### config.mk
export PLATFORM = sky130hd
export DESIGN_NAME = axi_word_bridge
export DESIGN_NICKNAME = d
export VERILOG_FILES = /design/src/rtl/bridge_pkg.sv /design/src/rtl/bridge_wr.sv /design/src/rtl/bridge_rd.sv /design/src/rtl/bridge_mem_arb.sv /design/src/rtl/axi_word_bridge.sv
export SDC_FILE = /design/constraint.sdc
export NUM_CORES = 1
export LEC_CHECK = 0
export BUFFER_PORTS_ARGS = -buffer_cell sky130_fd_sc_hd__buf_2
export CORE_ASPECT_RATIO = 1.5
export CORE_MARGIN = 1.5
export CORE_UTILIZATION = 46
export CTS_BUF_LIST = sky130_fd_sc_hd__clkbuf_16
export CTS_CLUSTER_DIAMETER = 120
export CTS_CLUSTER_SIZE = 25
export DETAILED_ROUTE_END_ITERATION = 12
export GPL_ROUTABILITY_DRIVEN = 0
export PLACE_DENSITY_LB_ADDON = 0.25
export SETUP_SLACK_MARGIN = 0.05
export SYNTH_ARGS = -nofsm -noshare
export SYNTH_HDL_FRONTEND = slang
export SYNTH_SLANG_ARGS = --single-unit
export TNS_END_PERCENT = 100
### constraint.sdc
create_clock -name clk -period 2.6 [get_ports clk]
set_input_delay 0.78 -clock clk [delete_from_list [all_inputs] [get_ports clk]]
set_output_delay 0.78 -clock clk [all_outputs]
set_load 0.01 [all_outputs]
### src/rtl/bridge_pkg.sv
package bridge_pkg;
  localparam int DATA_W = 32;
  localparam int STRB_W = DATA_W / 8;

  localparam logic [1:0] RESP_OKAY   = 2'b00;
  localparam logic [1:0] RESP_SLVERR = 2'b10;

  typedef enum logic [1:0] {WS_ADDR, WS_DATA, WS_MEM, WS_RESP} wr_state_e;
  typedef enum logic [2:0] {RS_ADDR, RS_MEM, RS_WAIT, RS_DATA, RS_ERR} rd_state_e;
endpackage

### src/rtl/bridge_wr.sv
module bridge_wr
  import bridge_pkg::*;
#(
  parameter int ID_W  = 4,
  parameter int WA_W  = 10,
  parameter int LEN_W = 8
) (
  input  logic              clk,
  input  logic              rst_n,
  input  logic              awvalid,
  output logic              awready,
  input  logic [ID_W-1:0]   awid,
  input  logic [WA_W-1:0]   awaddr,
  input  logic [LEN_W-1:0]  awlen,
  input  logic              wvalid,
  output logic              wready,
  input  logic [DATA_W-1:0] wdata,
  input  logic [STRB_W-1:0] wstrb,
  input  logic              wlast,
  output logic              bvalid,
  input  logic              bready,
  output logic [ID_W-1:0]   bid,
  output logic [1:0]        bresp,
  output logic              req,
  input  logic              gnt,
  output logic [WA_W-1:0]   addr,
  output logic [DATA_W-1:0] data,
  output logic [STRB_W-1:0] strb
);
  wr_state_e         st;
  logic [ID_W-1:0]   id_q;
  logic [WA_W-1:0]   addr_q;
  logic [DATA_W-1:0] data_q;
  logic [STRB_W-1:0] strb_q;
  logic              err_q;

  assign awready = (st == WS_ADDR);
  assign wready  = (st == WS_DATA);
  assign req     = (st == WS_MEM);
  assign bvalid  = (st == WS_RESP);
  assign bid     = id_q;
  assign bresp   = err_q ? RESP_SLVERR : RESP_OKAY;
  assign addr    = addr_q;
  assign data    = data_q;
  assign strb    = strb_q;

  always_ff @(posedge clk) begin
    if (!rst_n) begin
      st     <= WS_ADDR;
      id_q   <= '0;
      addr_q <= '0;
      data_q <= '0;
      strb_q <= '0;
      err_q  <= 1'b0;
    end else begin
      case (st)
        WS_ADDR: if (awvalid) begin
          id_q   <= awid;
          addr_q <= awaddr;
          err_q  <= (awlen != '0);
          st     <= WS_DATA;
        end
        WS_DATA: if (wvalid) begin
          if (err_q) begin
            // error burst: drain beats, keep nothing
            if (wlast) st <= WS_RESP;
          end else begin
            data_q <= wdata;
            strb_q <= wstrb;
            st     <= WS_MEM;
          end
        end
        WS_MEM:  if (gnt) st <= WS_RESP;
        WS_RESP: if (bready) st <= WS_ADDR;
        default: st <= WS_ADDR;
      endcase
    end
  end
endmodule

### src/rtl/bridge_rd.sv
module bridge_rd
  import bridge_pkg::*;
#(
  parameter int ID_W  = 4,
  parameter int WA_W  = 10,
  parameter int LEN_W = 8
) (
  input  logic              clk,
  input  logic              rst_n,
  input  logic              arvalid,
  output logic              arready,
  input  logic [ID_W-1:0]   arid,
  input  logic [WA_W-1:0]   araddr,
  input  logic [LEN_W-1:0]  arlen,
  output logic              rvalid,
  input  logic              rready,
  output logic [ID_W-1:0]   rid,
  output logic [DATA_W-1:0] rdata,
  output logic [1:0]        rresp,
  output logic              rlast,
  output logic              req,
  input  logic              gnt,
  output logic [WA_W-1:0]   addr,
  input  logic [DATA_W-1:0] mem_rdata
);
  rd_state_e         st;
  logic [ID_W-1:0]   id_q;
  logic [WA_W-1:0]   addr_q;
  logic [LEN_W-1:0]  left_q;
  logic [DATA_W-1:0] data_q;

  assign arready = (st == RS_ADDR);
  assign req     = (st == RS_MEM);
  assign rvalid  = (st == RS_DATA) || (st == RS_ERR);
  assign rid     = id_q;
  assign rdata   = data_q;
  assign rresp   = (st == RS_ERR) ? RESP_SLVERR : RESP_OKAY;
  assign rlast   = (st == RS_DATA) || ((st == RS_ERR) && (left_q == '0));
  assign addr    = addr_q;

  always_ff @(posedge clk) begin
    if (!rst_n) begin
      st     <= RS_ADDR;
      id_q   <= '0;
      addr_q <= '0;
      left_q <= '0;
      data_q <= '0;
    end else begin
      case (st)
        RS_ADDR: if (arvalid) begin
          id_q   <= arid;
          addr_q <= araddr;
          left_q <= arlen;
          if (arlen != '0) begin
            data_q <= '0;
            st     <= RS_ERR;
          end else begin
            st <= RS_MEM;
          end
        end
        RS_MEM:  if (gnt) st <= RS_WAIT;
        RS_WAIT: begin
          data_q <= mem_rdata;
          st     <= RS_DATA;
        end
        RS_DATA: if (rready) st <= RS_ADDR;
        RS_ERR:  if (rready) begin
          if (left_q == '0) st <= RS_ADDR;
          else              left_q <= left_q - 1'b1;
        end
        default: st <= RS_ADDR;
      endcase
    end
  end
endmodule

### src/rtl/bridge_mem_arb.sv
module bridge_mem_arb
  import bridge_pkg::*;
#(
  parameter int WA_W = 10
) (
  input  logic              wr_req,
  input  logic [WA_W-1:0]   wr_addr,
  input  logic [DATA_W-1:0] wr_data,
  input  logic [STRB_W-1:0] wr_strb,
  input  logic              rd_req,
  input  logic [WA_W-1:0]   rd_addr,
  output logic              wr_gnt,
  output logic              rd_gnt,
  output logic              mem_en,
  output logic [STRB_W-1:0] mem_we,
  output logic [WA_W-1:0]   mem_addr,
  output logic [DATA_W-1:0] mem_wdata
);
  // write path has priority on the shared port
  assign wr_gnt    = wr_req;
  assign rd_gnt    = rd_req && !wr_req;
  assign mem_en    = wr_req || rd_req;
  assign mem_addr  = wr_req ? wr_addr : rd_addr;
  assign mem_wdata = wr_data;

  for (genvar b = 0; b < STRB_W; b++) begin : g_lane
    assign mem_we[b] = wr_req && wr_strb[b];
  end
endmodule

### src/rtl/axi_word_bridge.sv
module axi_word_bridge
  import bridge_pkg::*;
#(
  parameter int ID_W   = 4,
  parameter int ADDR_W = 12,
  parameter int LEN_W  = 8
) (
  input  logic              clk,
  input  logic              rst_n,
  input  logic              s_awvalid,
  output logic              s_awready,
  input  logic [ID_W-1:0]   s_awid,
  input  logic [ADDR_W-1:0] s_awaddr,
  input  logic [LEN_W-1:0]  s_awlen,
  input  logic              s_wvalid,
  output logic              s_wready,
  input  logic [31:0]       s_wdata,
  input  logic [3:0]        s_wstrb,
  input  logic              s_wlast,
  output logic              s_bvalid,
  input  logic              s_bready,
  output logic [ID_W-1:0]   s_bid,
  output logic [1:0]        s_bresp,
  input  logic              s_arvalid,
  output logic              s_arready,
  input  logic [ID_W-1:0]   s_arid,
  input  logic [ADDR_W-1:0] s_araddr,
  input  logic [LEN_W-1:0]  s_arlen,
  output logic              s_rvalid,
  input  logic              s_rready,
  output logic [ID_W-1:0]   s_rid,
  output logic [31:0]       s_rdata,
  output logic [1:0]        s_rresp,
  output logic              s_rlast,
  output logic              mem_en,
  output logic [3:0]        mem_we,
  output logic [ADDR_W-3:0] mem_addr,
  output logic [31:0]       mem_wdata,
  input  logic [31:0]       mem_rdata
);
  localparam int WA_W = ADDR_W - 2;

  logic              wr_req, wr_gnt, rd_req, rd_gnt;
  logic [WA_W-1:0]   wr_addr, rd_addr;
  logic [DATA_W-1:0] wr_data;
  logic [STRB_W-1:0] wr_strb;
  logic              lo_bits_unused;

  // byte offset inside a word never selects anything
  assign lo_bits_unused = ^{s_awaddr[1:0], s_araddr[1:0]};

  bridge_wr #(.ID_W(ID_W), .WA_W(WA_W), .LEN_W(LEN_W)) u_wr (
    .clk(clk), .rst_n(rst_n),
    .awvalid(s_awvalid), .awready(s_awready), .awid(s_awid),
    .awaddr(s_awaddr[ADDR_W-1:2]), .awlen(s_awlen),
    .wvalid(s_wvalid), .wready(s_wready), .wdata(s_wdata),
    .wstrb(s_wstrb), .wlast(s_wlast),
    .bvalid(s_bvalid), .bready(s_bready), .bid(s_bid), .bresp(s_bresp),
    .req(wr_req), .gnt(wr_gnt), .addr(wr_addr), .data(wr_data), .strb(wr_strb)
  );

  bridge_rd #(.ID_W(ID_W), .WA_W(WA_W), .LEN_W(LEN_W)) u_rd (
    .clk(clk), .rst_n(rst_n),
    .arvalid(s_arvalid), .arready(s_arready), .arid(s_arid),
    .araddr(s_araddr[ADDR_W-1:2]), .arlen(s_arlen),
    .rvalid(s_rvalid), .rready(s_rready), .rid(s_rid), .rdata(s_rdata),
    .rresp(s_rresp), .rlast(s_rlast),
    .req(rd_req), .gnt(rd_gnt), .addr(rd_addr), .mem_rdata(mem_rdata)
  );

  bridge_mem_arb #(.WA_W(WA_W)) u_arb (
    .wr_req(wr_req), .wr_addr(wr_addr), .wr_data(wr_data), .wr_strb(wr_strb),
    .rd_req(rd_req), .rd_addr(rd_addr),
    .wr_gnt(wr_gnt), .rd_gnt(rd_gnt),
    .mem_en(mem_en), .mem_we(mem_we), .mem_addr(mem_addr), .mem_wdata(mem_wdata)
  );
endmodule

* Yosys cells after proc, flatten, opt, wreduce, memory -nomap -nowiden
Cells that the tools add are included.
** Storage, ports and cells
- Input port bits :: 124
- Output and inout port bits :: 97
- Word-level logic and storage cells :: 78
- Register bits :: 110
** Cells by class
- Add/sub/neg operators :: 1
- Bitwise operators :: 1
- Reductions and logical operators :: 24
- Mux-type cells :: 23
- Equal/unequal tests :: 18
** Operator list (count)
- 2-to-1 mux 32 bit :: 2
- one-hot mux 32 bit (2 select lines) :: 1
- 2-to-1 mux 8 bit :: 3
- 2-to-1 mux 3 bit :: 6
- != test 2 bit (second input constant) :: 8
- one-hot mux 8 bit (2 select lines) :: 1
- nonzero test 8 bit :: 2
- one-hot mux 3 bit (5 select lines) :: 1
- 2-to-1 mux 2 bit :: 7
- 2-to-1 mux 10 bit :: 1
- logical NOT 8 bit :: 1
- one-hot mux 2 bit (4 select lines) :: 1
- AND reduction 4 bit :: 2
- subtractor 8 x 1 -> 8 bit (second input constant) :: 1
- == test 3 x 2 -> 1 bit (second input constant) :: 2
- logical AND 1 bit :: 6
- AND reduction 3 bit :: 2
- AND reduction 5 bit :: 1
- == test 2 bit (second input constant) :: 2
- != test 2 x 1 -> 1 bit (second input constant) :: 2
- AND reduction 2 bit :: 2
- nonzero test 2 bit :: 2
- == test 3 x 1 -> 1 bit (second input constant) :: 1
- == test 3 bit (second input constant) :: 1
- other kinds (7) :: 9

* Depth between registers and ports, before layout
- Word-level depth :: 5
- Mapped depth :: 8
- Depth with buffers taken out :: 6

* Modules after synthesis
Synthesis repeated with hierarchy kept, for this count alone.
** Unflattened totals
- Cell total of the unflattened synthesis :: 619
- Area, all modules :: 5356.4 um^2
** Modules (own cells, without submodules)
- bridge_rd :: seq. area each 1141.1 um^2, area an instance 2763.9 um^2, cells each 314, times used 1
- bridge_wr :: seq. area each 1061.0 um^2, area an instance 2152.1 um^2, cells each 254, times used 1
- bridge_mem_arb :: seq. area each 0.0 um^2, area an instance 440.4 um^2, cells each 51, times used 1

* Worst setup path after synthesis
No wires, ideal clock.
- Path kind :: reg-to-output
- Start point :: reg u_wr.st[0]
- End point :: out mem_addr[4]
- Stages on the path, launching flop included :: 6
- Path slack :: 0.320 ns
- Buffers on the path :: 2
- Data arrival time :: 1.500 ns
- Required time :: 1.820 ns
- Cell sequence :: dfxtp_1 > inv_1 > ha_1 > clkbuf_1 > buf_1 > mux2_2
** On the way
- Word-level cells in the longest chain between the ends :: 2
** RTL lines
- from (decl) :: RTL line bridge_wr.sv:30 : wr_state_e st;
- from (signal assigned) :: RTL line bridge_wr.sv:49 : st <= WS_ADDR;
- from (signal assigned) :: RTL line bridge_wr.sv:61 : st <= WS_DATA;
- from (signal assigned) :: RTL line bridge_wr.sv:66 : if (wlast) st <= WS_RESP;
- == test 2 bit :: RTL line bridge_wr.sv:39 : assign req = (st == WS_MEM);
- 2-to-1 mux 10 bit :: RTL line bridge_mem_arb.sv:23 : assign mem_addr = wr_req ? wr_addr : rd_addr;
- to (decl) :: RTL line axi_word_bridge.sv:37 : output logic [ADDR_W-3:0] mem_addr,
No other way between the ends.

* Worst setup path in the final report
Same ends and word-level chain as after synthesis.

==> flow_summary.toml <==
[clocking]
cts_tree = "yes"
clock_latency_ps = 340
clockBufferDepth = 2
cts_buffers = 9
cts_hold_buf = 0
clk_root_buffer_cell = "clkbuf_16"
htreeDepth = 3
path_clk_slew_ps = 70
clock-sinks = 110

[detailed_routing]
drc = 16
routed_via_density = 5.47
wl_met3_um = 926
routed_wl_um = 12800
wl_met2_um = 6600
firstDrtPassIters = 8
drt_iter0_markers = 228
route.vias.total = 4886
detail-route-antenna-nets = 0
routed.top_layer = "met4"
routedWlPerCell_um = 14.3
wl_met1_um = 4990

[worst_setup_path]
slowest_delay_ps = 380
arrival_ps = 1700
rr_worst_depth = 5
crit_chain = "inv_1 -> ha_4 -> mux2_2 -> buf_2"
cp_max_fo = 16
slowest_stage = "mux2_2"
critical_path_required_ps = 1820
setup.worst_path.class = "reg2out"
endpoint_kind = "output pin"
start_kind = "flip-flop"

[timing]
setup_violations = 0
post-route-period-util = 0.955
max_freq_ghz = 0.403
maxSlewHeadroom = 0.553
rsz0062_at_grt = "false"
slew_viol_final = 0
period_needed_ps = 2480
finalSetupTns_ps = 0
hold_violations = 0
worst_slew_pin_slew_ps = 671
skew_ps = 7.58

[pwr]
p_per_area_mw_per_mm2 = 798
seq_power_share = 0.407
finalPower_mw = 4.91
clock_power_share = 0.294
cell_internal_pwr_mw = 3.30
ir_worst_vdd_mv = 0.425
p_leak_nw = 2.75
switching_share = 0.328
switchingPower_mw = 1.61
combPwrFrac = 0.298

[placed_design]
dp_hpwl_um = 9120
dpl_cell_area_mm2 = 0.00581
portBuffers = 214

[global_routing]
grt_pass1_wl_um = 20800
grt_max_degree = 59
overflow = 0
first_global_vias = 4602
antenna_found_initial = 0
grtUsageTotal = 0.234

[die]
core_mm2 = 0.00974
start_util = 0.477
row_count = 44
fp.dieH_um = 126
ios = 221
dieArea_mm2 = 0.0107
die_x_um = 85.1

[yosys]
async_reset_ff_frac = 0
yosys_warnings = 0
synth_area_mm2 = 0.00465
synth_edf_count = 0
synthCells = 579
syn_avg_cell_area_um2 = 8.03
synth_ff_type = "dfxtp_1"
synth_seq_cells = 110
yosysUniqueCellTypes = 50
synth-seq-area-share = 0.474

[final_layout]
nFillCells = 895
fin_area_mm2 = 0.00615
fin_util = 0.631
diodes = 0
final_net_count = 905
drive_above_1_share = 0.347
syn_to_final_growth_pct = 32.4

[min_path]
min_path_type = "reg2reg"
hold_depth = 2

[outcome]
status = "finished, violations left"
violations = "DRC"

[job]
cap_violations = 0
-- synth_stat cells, types with 3 or more instances --
| master | n | share of area |
|---|---|---|
| a211oi_1 | 3 | 0.0048 |
| a21o_1 | 6 | 0.0097 |
| a21oi_1 | 108 | 0.12 |
| a22oi_1 | 33 | 0.053 |
| a31oi_1 | 3 | 0.0040 |
| and2_1 | 6 | 0.0081 |
| buf_4 | 3 | 0.0048 |
| clkbuf_1 | 40 | 0.032 |
| dfxtp_1 | 110 | 0.47 |
| ha_1 | 7 | 0.019 |
| inv_1 | 7 | 0.0057 |
| mux2_2 | 10 | 0.024 |
| nand2_1 | 140 | 0.11 |
| nand3_1 | 35 | 0.038 |
| nor2_1 | 14 | 0.011 |
| nor3_1 | 3 | 0.0032 |
| nor3b_1 | 3 | 0.0048 |
| nor4_1 | 4 | 0.0054 |
| o21ai_0 | 8 | 0.0086 |
| or2_2 | 3 | 0.0040 |
-- critical path: cells and delay by family (launching register included) --
kind       cells  cell delay (ps)
mux            1              380
flops          1              340
buf+inv        2              340
fa+ha+maj      1              320
-- metal layers --
metal	up-vias	GRT usage
li1	2391	-
met1	2288	0.268
met2	182	0.421
met3	25	0.0524
met4	0	0.0839
met5	-	0
-- registers in the layout, summed over array words and instances, names as in the netlist --
name / flops
u_wr.st: 2
u_rd.rid: 4
u_wr.addr: 10
u_rd.left_q: 8
u_wr.bid: 4
u_rd.rdata: 32
u_rd.addr: 10
u_rd.st: 3
u_wr.strb: 4
u_wr.err_q: 1
u_wr.data: 32
-- stage by stage --
step                hold WS [ps]  instances  setup slack [ps]
floorplan                    432        580               320
global placement             438        877               155
detailed placement           442        877               129
CTS                          452        893               114
global route                 468        894              50.5
finish                       451        894               116
-- path summary, 6_finish.rpt --
check / end / slack, ps / start
worst min-delay path: u_wr.data[17] / 450 / u_wr.data[17]
worst min register to register: u_wr.data[17] / 450 / u_wr.data[17]
worst max register to register: u_rd.left_q[1] / 510 / u_rd.st[1]
worst max-delay path: mem_addr[4] / 120 / u_wr.st[0]
-- final cells by class --
class	count	area [um2]	area share
multi-input cells	414	2240	0.364
flip-flops and latches	110	2200	0.358
repair buffers	229	1210	0.196
clock buffers	9	225	0.0366
well taps	115	144	0.0234
clock inverters	7	88.8	0.0144
inverters	10	41.3	0.00671
-- placed cells by master (no fill, tap or decap), types with 2 or more instances in the layout --
cell / count
clkbuf_16: 9
nand3_1: 35
dfxtp_1: 109
a211oi_1: 3
ha_1: 6
o21ai_0: 8
bufinv_16: 2
o21a_1: 2
nor4_1: 4
a21o_1: 6
inv_1: 9
nand4_1: 2
buf_12: 2
nor2_1: 12
a22oi_1: 33
and2_1: 6
nor2_2: 2
a31oi_1: 3
buf_2: 214
buf_4: 13
clkinvlp_4: 2
nor3_1: 3
a21oi_1: 108
mux2_2: 10
or2_2: 3
nor3b_1: 2
nand2_1: 140
conb_1: 2
-- what timing repair did --
action	in CTS	in global routing
pin swaps	0	0
endpoints found under the setup margin	15	1
buffers inserted	0	1
resized for setup	3	1
-- cells by family (layout without fill, tap and decap cells) --
group / Yosys count / after routing / synth area share
simple gates: 221 / 221 / 0.210
flops: 110 / 110 / 0.474
compound gates: 173 / 173 / 0.221
other cells: 1 / 2 / 0.000807
mux: 11 / 11 / 0.0264
buf+inv: 56 / 255 / 0.0495
fa+ha+maj: 7 / 7 / 0.0188
-- power by group through the flow --
stage                     clock network (mW)  logic (mW)  registers [mW]
after floorplan                            0       0.921            2.05
after global placement                     0        1.40            2.02
after detailed placement                   0        1.44            2.03
after CTS                               1.48        1.46            2.00
after global routing                    1.54        1.62            2.02
final                                   1.45        1.47            2.00
(Power assumes the default switching activity.)
